==> config.mk <==
export PLATFORM = sky130hd
export DESIGN_NAME = srp_read_port
export DESIGN_NICKNAME = d
export VERILOG_FILES = /design/src/rtl/srp_pkg.sv /design/src/rtl/srp_rewind_arm.sv /design/src/rtl/srp_ptr.sv /design/src/rtl/srp_out.sv /design/src/rtl/srp_read_port.sv
export SDC_FILE = /design/constraint.sdc
export NUM_CORES = 1
export LEC_CHECK = 0
export CAP_MARGIN = 5
export CORE_ASPECT_RATIO = 0.9
export CORE_MARGIN = 3
export CORE_UTILIZATION = 39
export CTS_CLUSTER_SIZE = 28
export DETAILED_ROUTE_END_ITERATION = 6
export PLACE_DENSITY = 0.69
export SLEW_MARGIN = 20
export SYNTH_ARGS = -nofsm -noshare
export SYNTH_HDL_FRONTEND = slang
export SYNTH_SLANG_ARGS = --single-unit
export TNS_END_PERCENT = 50
==> constraint.sdc <==
create_clock -name clk -period 3.4 [get_ports clk]
set_clock_uncertainty 0.2 [all_clocks]
set_input_delay 0.85 -clock clk [delete_from_list [all_inputs] [get_ports clk]]
set_output_delay 0.85 -clock clk [all_outputs]
set_load 0.1 [all_outputs]
==> src/rtl/srp_pkg.sv <==
package srp_pkg;
    // What a single read-clock edge does to the port.
    typedef enum logic [1:0] {
        SRP_HOLD   = 2'd0,
        SRP_SHIFT  = 2'd1,
        SRP_REWIND = 2'd2
    } srp_act_e;
endpackage

==> src/rtl/srp_rewind_arm.sv <==
module srp_rewind_arm
    import srp_pkg::*;
#(
    parameter int REARM = 2
) (
    input  logic     clk,
    input  logic     rst_n,
    input  logic     rewind,
    input  logic     rd_en,
    output srp_act_e act
);
    localparam int CW = $clog2(REARM + 1);
    localparam logic [CW-1:0] FULL = CW'(REARM);

    typedef struct packed {
        logic [CW-1:0] low;
    } arm_st_t;

    arm_st_t st_d, st_q;
    logic    hit;

    always_comb begin
        st_d = st_q;
        hit  = rewind && (st_q.low >= FULL);
        if (rewind) begin
            st_d.low = '0;
        end else if (st_q.low < FULL) begin
            st_d.low = st_q.low + 1'b1;
        end
        if (hit) begin
            act = SRP_REWIND;
        end else if (rd_en) begin
            act = SRP_SHIFT;
        end else begin
            act = SRP_HOLD;
        end
    end

    always_ff @(posedge clk or negedge rst_n) begin
        if (!rst_n) begin
            st_q.low <= FULL;
        end else begin
            st_q <= st_d;
        end
    end


    rearm_gap_chk: assert property (@(posedge clk) disable iff (!rst_n)
        (act == SRP_REWIND) |=> (act != SRP_REWIND));
endmodule

==> src/rtl/srp_ptr.sv <==
module srp_ptr
    import srp_pkg::*;
#(
    parameter int DEPTH = 262144,
    parameter int AW    = $clog2(DEPTH)
) (
    input  logic          clk,
    input  logic          rst_n,
    input  srp_act_e      act,
    output logic [AW-1:0] ptr_q,
    output logic [AW-1:0] ptr_d
);
    localparam logic [AW-1:0] LAST = AW'(DEPTH - 1);

    always_comb begin
        ptr_d = ptr_q;
        unique case (act)
            SRP_REWIND: ptr_d = '0;
            SRP_SHIFT:  ptr_d = (ptr_q == LAST) ? '0 : ptr_q + 1'b1;
            default:    ptr_d = ptr_q;
        endcase
    end

    always_ff @(posedge clk or negedge rst_n) begin
        if (!rst_n) begin
            ptr_q <= '0;
        end else begin
            ptr_q <= ptr_d;
        end
    end


    rewind_zero_chk: assert property (@(posedge clk) disable iff (!rst_n)
        (act == SRP_REWIND) |=> (ptr_q == '0));

    hold_ptr_chk: assert property (@(posedge clk) disable iff (!rst_n)
        (act == SRP_HOLD) |=> $stable(ptr_q));

    wrap_chk: assert property (@(posedge clk) disable iff (!rst_n)
        (act == SRP_SHIFT && ptr_q == LAST) |=> (ptr_q == '0));

    step_chk: assert property (@(posedge clk) disable iff (!rst_n)
        (act == SRP_SHIFT && ptr_q != LAST) |=> (ptr_q == $past(ptr_q) + 1'b1));
endmodule

==> src/rtl/srp_out.sv <==
module srp_out
    import srp_pkg::*;
#(
    parameter int WIDTH = 12
) (
    input  logic             clk,
    input  logic             rst_n,
    input  srp_act_e         act,
    input  logic             out_en,
    input  logic [WIDTH-1:0] mem_rdata,
    output logic [WIDTH-1:0] dout,
    output logic             dout_oe
);
    typedef struct packed {
        logic [WIDTH-1:0] data;
        logic             oe;
    } out_st_t;

    out_st_t st_d, st_q;

    always_comb begin
        st_d = st_q;
        unique case (act)
            SRP_REWIND: st_d = st_q;
            SRP_SHIFT: begin
                st_d.data = mem_rdata;
                st_d.oe   = out_en;
            end
            default: st_d.oe = out_en;
        endcase
    end

    always_ff @(posedge clk or negedge rst_n) begin
        if (!rst_n) begin
            st_q <= '0;
        end else begin
            st_q <= st_d;
        end
    end

    assign dout    = st_q.data;
    assign dout_oe = st_q.oe;


    rewind_freeze_chk: assert property (@(posedge clk) disable iff (!rst_n)
        (act == SRP_REWIND) |=> ($stable(dout) && $stable(dout_oe)));

    oe_follow_chk: assert property (@(posedge clk) disable iff (!rst_n)
        (act != SRP_REWIND) |=> (dout_oe == $past(out_en)));

    hold_data_chk: assert property (@(posedge clk) disable iff (!rst_n)
        (act == SRP_HOLD) |=> $stable(dout));
endmodule

==> src/rtl/srp_read_port.sv <==
module srp_read_port
    import srp_pkg::*;
#(
    parameter int WIDTH = 12,
    parameter int DEPTH = 262144,
    parameter int REARM = 2,
    parameter int AW    = (DEPTH > 1) ? $clog2(DEPTH) : 1
) (
    input  logic             clk,
    input  logic             rst_n,
    input  logic             rewind,
    input  logic             rd_en,
    input  logic             out_en,
    output logic [AW-1:0]    mem_addr,
    input  logic [WIDTH-1:0] mem_rdata,
    output logic [WIDTH-1:0] dout,
    output logic             dout_oe
);
    srp_act_e      act;
    logic [AW-1:0] ptr_q;
    logic [AW-1:0] ptr_d;

    srp_rewind_arm #(.REARM(REARM)) u_arm (
        .clk    (clk),
        .rst_n  (rst_n),
        .rewind (rewind),
        .rd_en  (rd_en),
        .act    (act)
    );

    srp_ptr #(.DEPTH(DEPTH), .AW(AW)) u_ptr (
        .clk   (clk),
        .rst_n (rst_n),
        .act   (act),
        .ptr_q (ptr_q),
        .ptr_d (ptr_d)
    );

    srp_out #(.WIDTH(WIDTH)) u_out (
        .clk       (clk),
        .rst_n     (rst_n),
        .act       (act),
        .out_en    (out_en),
        .mem_rdata (mem_rdata),
        .dout      (dout),
        .dout_oe   (dout_oe)
    );

    // Address the word that the next edge will shift out.
    assign mem_addr = ptr_d;


    reset_state_chk: assert property (@(posedge clk)
        !rst_n |-> (ptr_q == '0 && dout == '0 && !dout_oe));
endmodule

==> reports/results.ini <==
[drt]
drc=0
ant_nets=0
routed-wl-met3_um=248
route.detailed.wl_per_inst_um=15.02
totalWireLength_um=3739
drt_pass1_iterations=4
wl_met2_um=1969
vias=1308
top_layer=met4
first_iter_violations=17
wl_met1_um=1417
via_per_inst=5.253

[power_and_ir_drop]
p_leak_uw=0.001127
p_total_uw=1886
ir_drop_uv=698.6
power_density_mw_per_mm2=750.1

[flow_run]
maxCapViolCount=0

[placed_design]
place_hpwl_um=2660
io_buffers=47
dp_slack_ns=-0.1771
dp_cells=236
place_congestion=0.7780

[synth]
synth_warnings=0
syn_avg_cell_area_um2=11.16
synth_top_family_by_area=simple AND/OR/NAND/NOR gates
synth_mux_area_frac=0.1171
syn-num-nets=155
synth_top_area_frac=0.5276
synthCells=136
synth_compound_area_frac=0.05853
synth-seq-cells=33
yosys.area_share.simple=0.1921
yosys-top-cells-area=dfrtp_1 (53%), mux2_2 (10%), xor2_1 (5.2%), nand3_1 (4.6%), nand2_1 (3.2%)
synth_xor_area_frac=0.05194
synth_area_mm2=0.001518
seq_area_frac_synth=0.5449
synth_area_leader_cell=dfrtp_1
synthDistinctLibCells=34
yosys.area_share.adder=0.01649

[timing]
rsz0062_at_grt=no
tightest_slew_ns=0.4190
fin_setup_tns_ns=0
setup_ws_ns=0.1259
clock.fmax_mhz=305.4
finalCriticalPeriod_ns=3.274
fin_crit_sh=0.9630
maxSlewViolCount=0
slew_headroom=0.7207
final-hold-violation-count=0
setup_viol=0

[clocking]
cts.sinks=33
cts_hold_buf=0
cts.path.max_buffers=2
path_clk_slew_ns=0.07
htreeDepth=2
root_buffer=clkbuf_8
clk_latency_ns=0.29
cts_buffers=5
cts_tree=done

[cells_and_area]
finalNetCount=223
diodes=0
seq_area_um2=827.0
multi_input_area_um2=758.2
final_core_util=0.7077
area_growth_pct=65.70
nFillCells=260
drive_above_1_share=0.4585
fin_cells=249

[die]
core_area_mm2=0.003553
design.die.area_mm2=0.004677
die_h_um=65.18
ios=48
rows=20
die_w_um=71.76
start_util=0.4271

[critical_path]
cp.required_ns=2.35
r2r-start=u_ptr.ptr_q[0]$_DFF_PN0_
r2r_slack_ns=1.28
cp_max_fo=6
critPathCapture=mem_addr[11]
critPathKind=in -> out
setup.worst_path.end_class=output port
r2r_cells=8
cp_data_arrival_time_ns=2.22
worst_setup_path_start_kind=input pin
setup.worst_path.start=rewind
reg2reg_to=u_ptr.ptr_q[7]$_DFF_PN0_

[global_route]
gr-total-overflow=0
antenna_found_initial=0
gr-usage-all-layers=0.1795
grt_pass1_wl_um=6499
grt_max_degree=34
grt_pass1_vias=1419

[worst_hold_path]
hold_class=reg -> reg

[outcome]
status=finished clean

[timing repair]
action	CTS	global route
hold endpoints to repair	0	0
setup endpoints to repair	14	0
gates resized for setup	18	0
setup buffers	4	0
[synth_stat cells]
| cell type | count |
|---|---|
| a21oi_1 | 5 |
| a22o_1 | 2 |
| a31oi_1 | 2 |
| and3_1 | 1 |
| and3_4 | 1 |
| and4_4 | 1 |
| buf_2 | 2 |
| buf_4 | 1 |
| clkbuf_1 | 1 |
| dfrtp_1 | 32 |
| dfstp_2 | 1 |
| ha_1 | 2 |
| inv_1 | 2 |
| mux2_2 | 14 |
| mux2i_1 | 2 |
| nand2_1 | 13 |
| nand2_2 | 1 |
| nand2b_1 | 1 |
| nand3_1 | 14 |
| nand4_1 | 3 |
| nand4_2 | 1 |
| nor2_1 | 11 |
| nor2_4 | 1 |
| nor3_1 | 3 |
| nor4_1 | 1 |
| o211ai_1 | 1 |
| o21a_1 | 1 |
| o21ai_0 | 1 |
| o21ai_1 | 1 |
| o31a_1 | 1 |
| or2_1 | 1 |
| or3_1 | 2 |
| or4_1 | 1 |
| xor2_1 | 9 |
[how the worst min path moves through the flow]
stage / startpoint / endpoint / slack, ns / cells after the start
2_1_floorplan: u_arm.st_q[1]$_DFFE_PN1P_ / u_arm.st_q[1]$_DFFE_PN1P_ / 0.26 / 2
3_3_place_gp: u_arm.st_q[1]$_DFFE_PN1P_ / u_arm.st_q[1]$_DFFE_PN1P_ / 0.28 / 2
3_5_place_dp: u_arm.st_q[1]$_DFFE_PN1P_ / u_arm.st_q[1]$_DFFE_PN1P_ / 0.29 / 2
4_1_cts: u_arm.st_q[1]$_DFFE_PN1P_ / u_arm.st_q[1]$_DFFE_PN1P_ / 0.30 / 2
5_1_grt: u_arm.st_q[1]$_DFFE_PN1P_ / u_arm.st_q[1]$_DFFE_PN1P_ / 0.32 / 2
6_report: u_arm.st_q[1]$_DFFE_PN1P_ / u_arm.st_q[1]$_DFFE_PN1P_ / 0.29 / 2
[critical path: stages]
cell and delay [ns]:
dlygate4sd2_1 0.24, o21a_1 0.13, nand2b_4 0.18, a21oi_4 0.14, buf_6 0.14, nand3_1 0.09
mux2i_2 0.24, buf_12 0.21
[report_power, final]
group / switching, uW / internal (uW) / leakage, uW
Clock: 157 / 219 / 0.0000543
Sequential: 56.9 / 474 / 0.000423
Combinational: 694 / 285 / 0.000650
[metal layers]
| metal | global-route usage | vias up |
|---|---|---|
| met1 | 0.1920 | 629 |
| met5 | 0 | - |
| met2 | 0.3200 | 44 |
| met3 | 0.05963 | 11 |
| li1 | - | 624 |
| met4 | 0.07981 | 0 |
[metrics by stage]
step	instance area (um2)	hold slack, ns
2_1_floorplan	1548	0.2643
3_3_place_gp	2297	0.2751
3_5_place_dp	2297	0.2899
4_1_cts	2515	0.3004
5_1_grt	2515	0.3204
6_report	2515	0.2927
[cells by family after synthesis]
family / count (synthesis)
mux: 16
buf+inv: 6
xor+xnor: 9
fa+ha+maj: 2
simple gates: 56
flops: 33
compound gates: 14
[cell type report]
cell class | count | share of cell area
sequential | 33 | 0.3289
multi-input combinational | 97 | 0.3015
timing repair buffer | 65 | 0.2990
clock buffer | 5 | 0.02736
tap | 44 | 0.02189
clock inverter | 3 | 0.01841
inverter | 2 | 0.002985
[state kept, by name, indices dropped and copies added (netlist names)]
name / cells
u_arm.st_q: 2
u_out.dout_oe: 1
u_ptr.ptr_q: 18
u_out.dout: 12
[layout by cell type, fill, tap and decap left out, drive strengths merged]
cell and n:
dfstp 1, o21a 1, a31oi 2, mux2i 2, buf 49, o211ai 1, dfrtp 32, clkbuf 5
ha 2, and3 2, bufinv 1, xor2 9, and4 1, nor4 1, nor2 12, or3 2
or4 1, clkdlybuf4s50 14, o31a 1, clkinv 1, o21ai 2, nand3 14, clkinvlp 1, or2 1
nand2b 1, a21oi 5, nand4 4, nand2 14, dlygate4sd2 2, inv 2, nor3 3, mux2 14
a22o 2
Note: power is estimated with default switching activity, not from simulation.
